`src/rtl/dec_pkg.sv`:
```
package dec_pkg;

    localparam int TAG_W = 8;

    typedef struct packed {
        logic             squashed;
        logic             no_src;
        logic [TAG_W-1:0] tag;
    } dinst_t;

    typedef enum logic [2:0] {
        ST_IDLE  = 3'd0,
        ST_RUN   = 3'd1,
        ST_BLK   = 3'd2,
        ST_UNBLK = 3'd3,
        ST_SQ    = 3'd4
    } dstate_e;

endpackage

```
`src/rtl/dec_stall_track.sv`:
```
module dec_stall_track #(
    parameter int NSRC = 3
) (
    input  logic            clk,
    input  logic            rst,
    input  logic [NSRC-1:0] blk_i,
    input  logic [NSRC-1:0] unblk_i,
    output logic [NSRC-1:0] lat_nxt_o,
    output logic            err_o
);
    logic [NSRC-1:0] lat_q;
    logic [NSRC-1:0] bad;

    for (genvar g = 0; g < NSRC; g++) begin : g_src
        // release wins over a same-cycle request
        assign lat_nxt_o[g] = (lat_q[g] | blk_i[g]) & ~unblk_i[g];
        assign bad[g]       = unblk_i[g] & ~(lat_q[g] | blk_i[g]);

        AST_RELEASE_CLEARS: assert property (@(posedge clk) disable iff (rst)
            unblk_i[g] |=> !lat_q[g]);
    end

    always_ff @(posedge clk) begin
        if (rst) begin
            lat_q <= '0;
            err_o <= 1'b0;
        end else begin
            lat_q <= lat_nxt_o;
            if (|bad) err_o <= 1'b1;
        end
    end

    AST_ERR_STICKY: assert property (@(posedge clk) disable iff (rst)
        err_o |=> err_o);

endmodule

```
`src/rtl/dec_issue_sel.sv`:
```
module dec_issue_sel
    import dec_pkg::*;
#(
    parameter int N = 4,
    parameter int W = 2
) (
    input  logic                     clk,
    input  logic                     rst,
    input  logic [N-1:0]             cand_vld_i,
    input  dinst_t [N-1:0]           cand_i,
    output logic [N-1:0]             taken_o,
    output logic [W-1:0]             sel_vld_o,
    output dinst_t [W-1:0]           sel_o,
    output logic [$clog2(W+1)-1:0]   sel_cnt_o
);
    localparam int CW = $clog2(W + 1);

    always_comb begin
        int f;
        f         = 0;
        taken_o   = '0;
        sel_vld_o = '0;
        sel_o     = '0;
        for (int i = 0; i < N; i++) begin
            if (cand_vld_i[i] && (f < W)) begin
                taken_o[i] = 1'b1;
                if (!cand_i[i].squashed) begin
                    for (int j = 0; j < W; j++) begin
                        if (j == f) begin
                            sel_vld_o[j] = 1'b1;
                            sel_o[j]     = cand_i[i];
                        end
                    end
                    f = f + 1;
                end
            end
        end
        sel_cnt_o = CW'(f);
    end

    // a squashed candidate never reaches an output slot
    AST_NO_SQUASHED_OUT: assert property (@(posedge clk) disable iff (rst)
        (sel_o[0].squashed == 1'b0) || !sel_vld_o[0]);

endmodule

```
`src/rtl/dec_skid_fifo.sv`:
```
module dec_skid_fifo
    import dec_pkg::*;
#(
    parameter int DEPTH = 10,
    parameter int PW    = 4,
    parameter int RW    = 2
) (
    input  logic                         clk,
    input  logic                         rst,
    input  logic                         flush_i,
    input  logic [$clog2(PW+1)-1:0]      push_n_i,
    input  dinst_t [PW-1:0]              push_i,
    input  logic [$clog2(RW+1)-1:0]      pop_n_i,
    output logic [$clog2(DEPTH+1)-1:0]   cnt_o,
    output logic [RW-1:0]                win_vld_o,
    output dinst_t [RW-1:0]              win_o,
    output logic                         ovf_o
);
    localparam int PTRW = (DEPTH > 1) ? $clog2(DEPTH) : 1;
    localparam int CW   = $clog2(DEPTH + 1);

    dinst_t          mem [DEPTH];
    logic [PTRW-1:0] head_q;
    logic [PTRW-1:0] tail_q;
    logic [CW-1:0]   cnt_q;
    int              after_pop;
    int              space;
    int              acc;
    logic            ovf_now;

    function automatic logic [PTRW-1:0] adv(input logic [PTRW-1:0] p, input int k);
        int s;
        s = int'(p) + k;
        if (s >= DEPTH) s = s - DEPTH;
        return PTRW'(s);
    endfunction

    always_comb begin
        after_pop = int'(cnt_q) - int'(pop_n_i);
        space     = DEPTH - after_pop;
        acc       = (int'(push_n_i) < space) ? int'(push_n_i) : space;
        ovf_now   = int'(push_n_i) > space;
    end

    always_comb begin
        for (int i = 0; i < RW; i++) begin
            win_o[i]     = mem[adv(head_q, i)];
            win_vld_o[i] = (i < int'(cnt_q));
        end
    end

    always_ff @(posedge clk) begin
        if (!rst && !flush_i) begin
            for (int i = 0; i < PW; i++) begin
                if (i < acc) mem[adv(tail_q, i)] <= push_i[i];
            end
        end
    end

    always_ff @(posedge clk) begin
        if (rst) begin
            head_q <= '0;
            tail_q <= '0;
            cnt_q  <= '0;
            ovf_o  <= 1'b0;
        end else if (flush_i) begin
            head_q <= '0;
            tail_q <= '0;
            cnt_q  <= '0;
        end else begin
            head_q <= adv(head_q, int'(pop_n_i));
            tail_q <= adv(tail_q, acc);
            cnt_q  <= CW'(after_pop + acc);
            if (ovf_now) ovf_o <= 1'b1;
        end
    end

    assign cnt_o = cnt_q;

    AST_CNT_BOUND: assert property (@(posedge clk) disable iff (rst)
        int'(cnt_q) <= DEPTH);
    AST_POP_WITHIN: assert property (@(posedge clk) disable iff (rst)
        int'(pop_n_i) <= int'(cnt_q));
    AST_OVF_STICKY: assert property (@(posedge clk) disable iff (rst)
        ovf_o |=> ovf_o);

endmodule

```
`src/rtl/dec_skid_ctrl.sv`:
```
module dec_skid_ctrl
    import dec_pkg::*;
#(
    parameter int  FW       = 4,
    parameter int  DW       = 2,
    parameter int  FQ_DELAY = 2,
    localparam int OCW      = $clog2(DW + 1)
) (
    input  logic                      clk,
    input  logic                      rst,
    input  logic [FW-1:0]             in_vld,
    input  logic [FW-1:0][TAG_W-1:0]  in_tag,
    input  logic [FW-1:0]             in_squashed,
    input  logic [FW-1:0]             in_nosrc,
    input  logic                      ren_block,
    input  logic                      ren_unblock,
    input  logic                      exe_block,
    input  logic                      exe_unblock,
    input  logic                      cmt_block,
    input  logic                      cmt_unblock,
    input  logic                      cmt_squash,
    input  logic                      rob_squashing,
    output logic [DW-1:0]             out_vld,
    output logic [DW-1:0][TAG_W-1:0]  out_tag,
    output logic [DW-1:0]             out_ready,
    output logic [OCW-1:0]            out_cnt,
    output logic                      fetch_block,
    output logic                      fetch_unblock,
    output logic [2:0]                state_o,
    output logic                      err_unblock,
    output logic                      err_overflow
);
    localparam int SKID_DEPTH = FQ_DELAY * FW + DW;
    localparam int PNW        = $clog2(FW + 1);
    localparam int RNW        = $clog2(DW + 1);
    localparam int CW         = $clog2(SKID_DEPTH + 1);

    dstate_e          st_q, st_n;
    logic [2:0]       lat_nxt;
    logic             any_stall;
    dinst_t [FW-1:0]  in_inst;

    // input-side selection
    logic [FW-1:0]    in_taken;
    logic [DW-1:0]    is_vld;
    dinst_t [DW-1:0]  is_slot;
    logic [OCW-1:0]   is_cnt;

    // skid-side selection
    logic [DW-1:0]    win_vld;
    dinst_t [DW-1:0]  win;
    logic [DW-1:0]    sk_taken;
    logic [DW-1:0]    ss_vld;
    dinst_t [DW-1:0]  ss_slot;
    logic [OCW-1:0]   ss_cnt;
    logic [RNW-1:0]   sk_pops;
    logic [CW-1:0]    sk_cnt;

    // control
    logic             fb_n, fu_n, flush, use_in, use_sk;
    logic [FW-1:0]    push_mask;
    logic [RNW-1:0]   pop_n;
    logic [PNW-1:0]   push_n;
    dinst_t [FW-1:0]  push_data;
    logic [DW-1:0]    ov_vld;
    dinst_t [DW-1:0]  ov_slot;
    logic [OCW-1:0]   ov_cnt;

    always_comb begin
        for (int i = 0; i < FW; i++) begin
            in_inst[i].squashed = in_squashed[i];
            in_inst[i].no_src   = in_nosrc[i];
            in_inst[i].tag      = in_tag[i];
        end
    end

    dec_stall_track #(.NSRC(3)) u_stall (
        .clk       (clk),
        .rst       (rst),
        .blk_i     ({cmt_block, exe_block, ren_block}),
        .unblk_i   ({cmt_unblock, exe_unblock, ren_unblock}),
        .lat_nxt_o (lat_nxt),
        .err_o     (err_unblock)
    );

    assign any_stall = |lat_nxt;

    dec_issue_sel #(.N(FW), .W(DW)) u_sel_in (
        .clk        (clk),
        .rst        (rst),
        .cand_vld_i (in_vld),
        .cand_i     (in_inst),
        .taken_o    (in_taken),
        .sel_vld_o  (is_vld),
        .sel_o      (is_slot),
        .sel_cnt_o  (is_cnt)
    );

    dec_issue_sel #(.N(DW), .W(DW)) u_sel_skid (
        .clk        (clk),
        .rst        (rst),
        .cand_vld_i (win_vld),
        .cand_i     (win),
        .taken_o    (sk_taken),
        .sel_vld_o  (ss_vld),
        .sel_o      (ss_slot),
        .sel_cnt_o  (ss_cnt)
    );

    always_comb begin
        sk_pops = '0;
        for (int j = 0; j < DW; j++) sk_pops = sk_pops + RNW'(sk_taken[j]);
    end

    // status machine, in priority order
    always_comb begin
        st_n      = st_q;
        fb_n      = 1'b0;
        fu_n      = 1'b0;
        flush     = 1'b0;
        push_mask = '0;
        pop_n     = '0;
        use_in    = 1'b0;
        use_sk    = 1'b0;
        if (cmt_squash) begin
            st_n  = ST_SQ;
            flush = 1'b1;
            fu_n  = (st_q == ST_BLK) || (st_q == ST_UNBLK);
        end else if (rob_squashing) begin
            st_n = ST_SQ;
        end else if (any_stall) begin
            push_mask = in_vld;
            fb_n      = (st_q != ST_BLK);
            st_n      = ST_BLK;
        end else if (st_q == ST_BLK) begin
            push_mask = in_vld;
            st_n      = ST_UNBLK;
        end else if (st_q == ST_UNBLK) begin
            use_sk    = 1'b1;
            pop_n     = sk_pops;
            push_mask = in_vld;
            if ((int'(sk_cnt) == int'(sk_pops)) && !(|in_vld)) begin
                fu_n = 1'b1;
                st_n = ST_RUN;
            end
        end else begin
            use_in    = 1'b1;
            push_mask = in_vld & ~in_taken;
            if (|(in_vld & ~in_taken)) begin
                fb_n = 1'b1;
                st_n = ST_BLK;
            end else if (st_q == ST_SQ) begin
                st_n = ST_RUN;
            end
        end
    end

    // pack selected arrivals into consecutive push lanes
    always_comb begin
        int k;
        k         = 0;
        push_data = '0;
        for (int i = 0; i < FW; i++) begin
            if (push_mask[i]) begin
                for (int j = 0; j < FW; j++) begin
                    if (j == k) push_data[j] = in_inst[i];
                end
                k = k + 1;
            end
        end
        push_n = PNW'(k);
    end

    dec_skid_fifo #(.DEPTH(SKID_DEPTH), .PW(FW), .RW(DW)) u_skid (
        .clk       (clk),
        .rst       (rst),
        .flush_i   (flush),
        .push_n_i  (push_n),
        .push_i    (push_data),
        .pop_n_i   (pop_n),
        .cnt_o     (sk_cnt),
        .win_vld_o (win_vld),
        .win_o     (win),
        .ovf_o     (err_overflow)
    );

    always_comb begin
        if (use_in) begin
            ov_vld  = is_vld;
            ov_slot = is_slot;
            ov_cnt  = is_cnt;
        end else if (use_sk) begin
            ov_vld  = ss_vld;
            ov_slot = ss_slot;
            ov_cnt  = ss_cnt;
        end else begin
            ov_vld  = '0;
            ov_slot = '0;
            ov_cnt  = '0;
        end
    end

    always_ff @(posedge clk) begin
        if (rst) begin
            st_q          <= ST_IDLE;
            fetch_block   <= 1'b0;
            fetch_unblock <= 1'b0;
            out_vld       <= '0;
            out_tag       <= '0;
            out_ready     <= '0;
            out_cnt       <= '0;
        end else begin
            st_q          <= st_n;
            fetch_block   <= fb_n;
            fetch_unblock <= fu_n;
            out_vld       <= ov_vld;
            out_cnt       <= ov_cnt;
            for (int j = 0; j < DW; j++) begin
                out_tag[j]   <= ov_slot[j].tag;
                out_ready[j] <= ov_vld[j] & ov_slot[j].no_src;
            end
        end
    end

    assign state_o = st_q;

    AST_PULSE_EXCL: assert property (@(posedge clk) disable iff (rst)
        !(fetch_block && fetch_unblock));
    AST_BLOCK_ON_ENTRY: assert property (@(posedge clk) disable iff (rst)
        fetch_block |-> (st_q == ST_BLK) && ($past(st_q) != ST_BLK));
    AST_SQ_SILENT: assert property (@(posedge clk) disable iff (rst)
        (st_q == ST_SQ) |-> (out_cnt == '0));
    AST_UNBLK_EMPTY: assert property (@(posedge clk) disable iff (rst)
        (fetch_unblock && (st_q == ST_RUN)) |-> (sk_cnt == '0));
    AST_CNT_MATCH: assert property (@(posedge clk) disable iff (rst)
        int'(out_cnt) == $countones(out_vld));
    AST_READY_QUAL: assert property (@(posedge clk) disable iff (rst)
        (out_ready & ~out_vld) == '0);

endmodule

```
`config.mk`:
```
export PLATFORM = sky130hd
export DESIGN_NAME = dec_skid_ctrl
export DESIGN_NICKNAME = d
export VERILOG_FILES = /design/src/rtl/dec_pkg.sv /design/src/rtl/dec_stall_track.sv /design/src/rtl/dec_issue_sel.sv /design/src/rtl/dec_skid_fifo.sv /design/src/rtl/dec_skid_ctrl.sv
export SDC_FILE = /design/constraint.sdc
export NUM_CORES = 1
export LEC_CHECK = 0
export ABC_CLOCK_PERIOD_IN_PS = 12200
export BUFFER_PORTS_ARGS = -buffer_cell sky130_fd_sc_hd__buf_2
export CAP_MARGIN = 10
export CORE_ASPECT_RATIO = 1.75
export CORE_UTILIZATION = 35
export DETAILED_ROUTE_END_ITERATION = 10
export HOLD_SLACK_MARGIN = 0.1
export PLACE_DENSITY = 0.5
export SYNTH_ARGS = -nofsm -noshare
export SYNTH_HDL_FRONTEND = slang
export SYNTH_SLANG_ARGS = --single-unit
```
`constraint.sdc`:
```
create_clock -name clk -period 12.2 [get_ports clk]
set_input_delay 1.22 -clock clk [delete_from_list [all_inputs] [get_ports clk]]
set_output_delay 1.22 -clock clk [all_outputs]
set_load 0.03 [all_outputs]
```
* Yosys cells after proc, flatten, opt, wreduce, memory -nomap -nowiden *
Memories as Yosys holds them, arrays and structs flattened.
Cells that the tools add are included.

storage, ports and cells
  register bits = 44
  RAM bits = 100
  input bits = 54
  logic and storage cells = 286
  memories = 1

memories
  name        depth  bits a word  rd ports  clocked after memory_dff  wr ports  RTL line             source
  u_skid.mem  10     10           2         0                         4         dec_skid_fifo.sv:22  dinst_t mem [DEPTH];

cells by class
  $add $sub $neg = 25
  $lt $le $gt $ge = 20
  equal/unequal tests = 21
  mux-type cells = 152
  bitwise logic cells = 20
  reduce and logical (&&, ||, !) cells = 31

operator list
  cell                                                                                  count
  32-bit two-way mux                                                                    8
  32-bit zero test                                                                      7
  2-bit by 32-bit equality test with 1-bit output, first input constant                 6
  3-bit by 32-bit equality test with 1-bit output, first input constant                 6
  10-bit two-way mux                                                                    19
  19-bit two-way mux                                                                    10
  32-bit by 2-bit adder with 32-bit output, second input constant                       4
  40-bit two-way mux                                                                    3
  32-bit by 3-bit < comparator with 1-bit output, second input constant                 3
  4-bit two-way mux                                                                     21
  3-bit by 32-bit < comparator with 1-bit output, first input constant                  2
  1-bit two-way mux                                                                     55
  9-bit two-way mux                                                                     6
  2-bit two-way mux                                                                     21
  5-bit by 32-bit adder with 32-bit output                                              1
  32-bit by 5-bit greater-or-equal comparator with 1-bit output, second input constant  1
  4-bit by 32-bit > comparator with 1-bit output                                        1
  1-bit by 32-bit < comparator with 1-bit output, first input constant                  1
  2-bit by 32-bit < comparator with 1-bit output, first input constant                  1
  4-bit by 32-bit < comparator with 1-bit output                                        1
  4-bit subtractor, second input constant                                               8
  3-bit two-way mux                                                                     9
  5-bit by 4-bit greater-or-equal comparator with 1-bit output, second input constant   5
  4-bit by 1-bit adder with 5-bit output, second input constant                         2
  34 further kinds                                                                      68

* Depth between registers and ports, before layout *
  depth after elaboration = 31
  mapped depth = 36
  depth with buffers taken out = 33

* Modules after synthesis *
Synthesis repeated with hierarchy kept, for this count alone.

second synthesis, totals
  cells, all modules = 1786
  area total of the unflattened synthesis = 14685.3 sq um

modules (own cells, without submodules)
  module                       instances  cells each  area an instance (sq um)  seq. area each (sq um)
  dec_skid_fifo                1          1331        11053.1                   3263.1
  dec_skid_ctrl                1          284         2247.2                    540.5
  dec_issue_sel at u_sel_in    1          108         877.1                     0.0
  dec_issue_sel at u_sel_skid  1          45          352.8                     0.0
  dec_stall_track              1          18          155.1                     80.1

* Worst setup path after synthesis *
Ideal clock, no wire load.

  path kind = in2reg
  start = in in_vld[0]
  end = reg u_skid.tail_q[2]
  setup time = 0.065 ns
  arrival time = 7.986 ns
  data required time = 12.135 ns
  path slack = 4.149 ns
  cell stages on the path = 33
  buffers on the path = 3
  cells stage by stage = nor2b_1 > clkbuf_1 > inv_1 > ha_1 > a21oi_1 > inv_1 > ha_1 > or2_2 > a21oi_1 > a211oi_1 > a31oi_2 > inv_1 > ha_1 > nor2b_1 > o21ai_0 > a41oi_1 > or2_1 > mux2_2 > buf_2 > buf_1 > inv_1 > ha_1 > a21o_1 > a21oi_1 > or4_1 > ha_1 > nand2_1 > nor4_1 > nand3_1 > a221oi_1 > nor2_1 > mux2_2 > nor2_1

on the way
  word-level cells in the longest chain between the ends = 23

RTL lines
  what                                                                                                        RTL line                                  source
  from (decl)                                                                                                 dec_skid_ctrl.sv:11                       input logic [FW-1:0] in_vld,
  32-bit two-way mux                                                                                          dec_issue_sel.sv:25                       if (cand_vld_i[i] && (f < W)) begin
  32-bit by 2-bit adder with 32-bit output or 32-bit by 3-bit < comparator with 1-bit output (tied branches)  dec_issue_sel.sv:34, dec_issue_sel.sv:25
  32-bit two-way mux or 1-bit logical AND (tied branches)                                                     dec_issue_sel.sv:27, dec_issue_sel.sv:25
  32-bit two-way mux                                                                                          dec_issue_sel.sv:25
  32-bit by 2-bit adder with 32-bit output or 32-bit by 3-bit < comparator with 1-bit output (tied branches)  dec_issue_sel.sv:34, dec_issue_sel.sv:25
  32-bit two-way mux or 1-bit logical AND (tied branches)                                                     dec_issue_sel.sv:27, dec_issue_sel.sv:25
  32-bit two-way mux                                                                                          dec_issue_sel.sv:25
  32-bit by 3-bit < comparator with 1-bit output                                                              dec_issue_sel.sv:25
  [... 7 more ...]                                                                                            -
  4-bit two-way mux *                                                                                         dec_skid_ctrl.sv:129                      end else if (rob_squashing) begin
  4-bit two-way mux *                                                                                         dec_skid_ctrl.sv:125                      if (cmt_squash) begin
  3-bit two-way mux *                                                                                         dec_skid_ctrl.sv:164                      if (push_mask[i]) begin
  4-bit by 32-bit < comparator with 1-bit output                                                              dec_skid_fifo.sv:41                       acc = (int'(push_n_i) < space) ? int'(push_n_i) : space;
  32-bit two-way mux *                                                                                        dec_skid_fifo.sv:41
  5-bit by 32-bit adder with 32-bit output *                                                                  dec_skid_fifo.sv:33                       s = int'(p) + k;
  32-bit by 5-bit greater-or-equal comparator with 1-bit output or 4-bit subtractor (tied branches)           dec_skid_fifo.sv:34                       if (s >= DEPTH) s = s - DEPTH;
  4-bit two-way mux *                                                                                         dec_skid_fifo.sv:34
  to (signal assigned)                                                                                        dec_skid_fifo.sv:72                       tail_q <= adv(tail_q, acc);
  to (decl)                                                                                                   dec_skid_fifo.sv:24                       logic [PTRW-1:0] tail_q;

Every way passes the cells marked *; elsewhere a longest branch is shown, timed or not.
A chain may end at the register's enable or synchronous reset.

* Worst setup path after layout *
Ends and elaborated chain as after synthesis.

==> results.py <==
metrics = {
    "status": {
        "outcome": "finished clean",
    },
    "power": {
        "internal_power_uw": 895,
        "vdd_drop_max_uv": 88.0,
        "power_density_mw_per_mm2": 85.1,
        "clockPowerShare_pct": 39.7,
        "seq_power_share_pct": 42.1,
        "power.leakage_nw": 6.11,
        "power_switching_uw": 385,
        "comb_power_share_pct": 18.2,
        "p_sw_share_pct": 30.1,
    },
    "cells_and_area": {
        "n_antenna_cell": 0,
        "layout-drive-gt1-share_pct": 17.9,
        "final_cell_mix": "119 x mux2i_1, 114 x nand2_1, 100 x edfxtp_1, 98 x nor2_1, 91 x o21ai_0",
        "final_common_cell": "mux2i_1",
        "design_area_mm2": 0.0150,
        "filler_cell_count": 3874,
        "nNetsFinal": 1651,
        "area_delta_synth_final_pct": 10.8,
    },
    "detailed_routing": {
        "viasPerCell": 6.34,
        "ant_nets": 0,
        "totalWireLength_um": 55900,
        "drtIter0Drc": 944,
        "wl_per_cell_um": 27.5,
        "drt_pre_antenna_iters": 6,
        "vias": 12900,
        "drc": 0,
    },
    "yosys": {
        "synth_fp_nets": 1618,
        "synth_cell_types": 85,
        "async_flop_share_pct": 0,
        "synthFlopType": "edfxtp_1",
        "avgSynthCellArea_um2": 9.05,
        "synthAdderAreaFrac_pct": 6.12,
        "ys_ff_latch": 144,
        "syn_area_mm2": 0.0136,
        "synth_xor_area_share_pct": 1.48,
        "synth_top_family_by_area": "compound AO/OA/AOI/OAI gates",
        "synth_mux_area_share_pct": 17.6,
        "synth_edf_count": 100,
        "synthSimpleGateAreaFrac_pct": 15.6,
        "seq_area_frac_synth_pct": 28.6,
        "ys.warnings.count": 0,
        "synth_cells": 1500,
        "synth-compound-area-share_pct": 25.8,
    },
    "floorplan": {
        "die_h_um": 263,
        "initial_core_util_pct": 35.5,
        "die_area_mm2": 0.0396,
        "die_w_um": 151,
        "core_area_mm2": 0.0383,
        "std_cell_rows": 95,
        "pin_count": 83,
    },
    "run": {
        "maxCapViolCount": 0,
    },
    "timing": {
        "maxSlewHeadroom_pct": 20.8,
        "rsz0062_at_grt": "no",
        "min_period_ns": 8.93,
        "setup_viol_count_final": 0,
        "slew_viol_final": 0,
        "min_period_over_period_pct": 73.2,
        "fmax_ghz": 0.112,
        "fin_worst_skew_ns": 0.00964,
        "worst_pin_slew_ns": 1.16,
        "finalSetupTns_ns": 0,
        "hold_viol": 0,
    },
    "cts": {
        "cts_tree": "done",
        "cts_buffer_depth": 2,
        "worstSkewPairLatency_ns": 0.44,
        "cts_max_level": 4,
        "numCtsBuffers": 17,
        "cts_hold_buf": 0,
        "clkTransAtPathRegs_ns": 0.06,
        "clock_sinks": 144,
        "cts_resized": 0,
        "post-cts-setup-buffers": 0,
        "cts_root_buffer": "clkbuf_16",
    },
    "worst_setup_path": {
        "path_delay_family": "simple AND/OR/NAND/NOR gates",
        "cp-startpoint": "in_vld[0]",
        "timing.rr.start": "u_skid.cnt_o[3]",
        "crit_slowest_cell": "nor2b_1",
        "cp-end-kind": "flop",
        "setup.worst_path.start_class": "primary input",
        "r2r_end": "u_skid.tail_q[2]",
        "r2r_cells": 29,
        "path_class": "in -> reg",
        "cp.depth": 31,
        "critPathBufInv": 5,
        "critPathRequiredTime_ns": 12.58,
        "crit_arrival_ns": 9.31,
        "path_max_fanout": 23,
        "critPathMostFrequentCell": "ha_1",
        "max_stage_delay_ns": 0.67,
        "crit_end": "u_skid.tail_q[2]",
        "rrSetupSlack_ns": 4.20,
    },
    "global_routing": {
        "grt_overflow": 0,
        "grt_max_degree": 50,
        "grt_usage_pct": 28.4,
        "grt_antenna_before_repair": 0,
        "grt_first_pass_wirelength_um": 81100,
        "grt_pass1_vias": 12500,
    },
    "placement": {
        "hpwl_um": 43500,
        "place_congestion": 0.930,
        "postPlaceCellArea_mm2": 0.0145,
        "numPortBuffers": 82,
    },
    "hold_path": {
        "min_path_type": "reg -> reg",
    },
}
-- routing by layer --
metal / up-vias / share of wire, % / global-route usage, % / wire [µm]
li1: 5921 / - / - / -
met1: 6231 / 35 / 30.1 / 19800
met2: 573 / 52 / 50.5 / 28900
met3: 160 / 5.3 / 3.89 / 2950
met4: 0 / 7.7 / 20.1 / 4290
met5: - / 0 / 0 / 0
-- worst register-to-register path: cells and delay by family, from the launching register on --
family,cells,cell delay [ns]
adder cells (fa/ha/maj),7,2.38
AO/OA/AOI/OAI,5,1.04
buffers and inverters,4,0.62
multiplexers,2,0.88
AND/OR/NAND/NOR,11,2.68
flip-flops,1,0.36
-- through the flow --
step	util, %	hold WS, ns	setup slack (ns)	instances	power (mW)
6_report	39.3	0.496	3.27	2031	1.28
5_1_grt	39.3	0.554	2.54	2031	1.32
4_1_cts	39.3	0.504	3.31	2031	1.29
3_5_place_dp	37.9	0.490	2.87	1999	0.780
3_3_place_gp	37.9	0.491	3.05	1999	0.778
2_1_floorplan	-	0.517	4.15	1500	0.691
-- flip-flops by register name, summed over array words and instances, names as in the netlist --
name	count
fetch_block	1
fetch_unblock	1
out_cnt	2
out_ready	2
out_tag	16
out_vld	2
state_o	3
u_skid.cnt_o	4
u_skid.head_q	4
u_skid.mem	100
u_skid.ovf_o	1
u_skid.tail_q	4
u_stall.err_o	1
u_stall.lat_q	3
-- cells by family (layout without fill, tap and decap cells) --
kind of cell,after synthesis,in the layout
AO/OA/AOI/OAI,495,495
AND/OR/NAND/NOR,420,420
multiplexers,194,194
buffers and inverters,160,206
flip-flops,144,144
adder cells (fa/ha/maj),64,64
XOR/XNOR,23,23
-- layout make-up --
class	count	area (µm²)	area share [%]
Clock buffer	22	478	3.18
Timing Repair Buffer	116	666	4.43
Clock inverter	10	70.1	0.466
Sequential cell	144	3880	25.8
Multi-Input combinational cell	1196	9120	60.6
Tap cell	485	607	4.03
Inverter	58	218	1.45
-- worst min path at each step --
stage | start | end | cells after the start
6_report | u_stall.err_o | u_stall.err_o | 2
3_5_place_dp | u_stall.err_o | u_stall.err_o | 2
3_3_place_gp | u_stall.err_o | u_stall.err_o | 2
2_1_floorplan | u_stall.lat_q[2] | u_stall.lat_q[2] | 2
5_1_grt | u_stall.err_o | u_stall.err_o | 2
4_1_cts | u_stall.err_o | u_stall.err_o | 2
-- power by group through the flow --
stage	logic (mW)	registers [mW]	clock network, mW
5_1_grt	0.252	0.540	0.530
3_3_place_gp	0.228	0.549	0
4_1_cts	0.231	0.539	0.518
3_5_place_dp	0.230	0.550	0
2_1_floorplan	0.141	0.550	0
6_report	0.232	0.539	0.509
-- cells in the mapped netlist, types with 23 or more instances --
| cell type | number | share of area (%) |
|---|---|---|
| nor2_1 | 98 | 2.7 |
| and3_1 | 27 | 1.2 |
| edfxtp_1 | 100 | 22 |
| ha_1 | 60 | 5.5 |
| o211ai_1 | 35 | 1.9 |
| mux2_2 | 44 | 3.6 |
| nand3_1 | 30 | 1.1 |
| o21ai_0 | 91 | 3.4 |
| dfxtp_1 | 44 | 6.5 |
| a21oi_1 | 53 | 2.0 |
| mux2i_1 | 119 | 8.8 |
| inv_1 | 56 | 1.5 |
| mux4_2 | 30 | 5.0 |
| nor3_1 | 35 | 1.3 |
| a22oi_1 | 72 | 4.0 |
| clkbuf_1 | 66 | 1.8 |
| nand2_1 | 114 | 3.2 |
| a211oi_1 | 23 | 1.3 |
| a221oi_1 | 34 | 2.2 |
(Power assumes the default switching activity.)
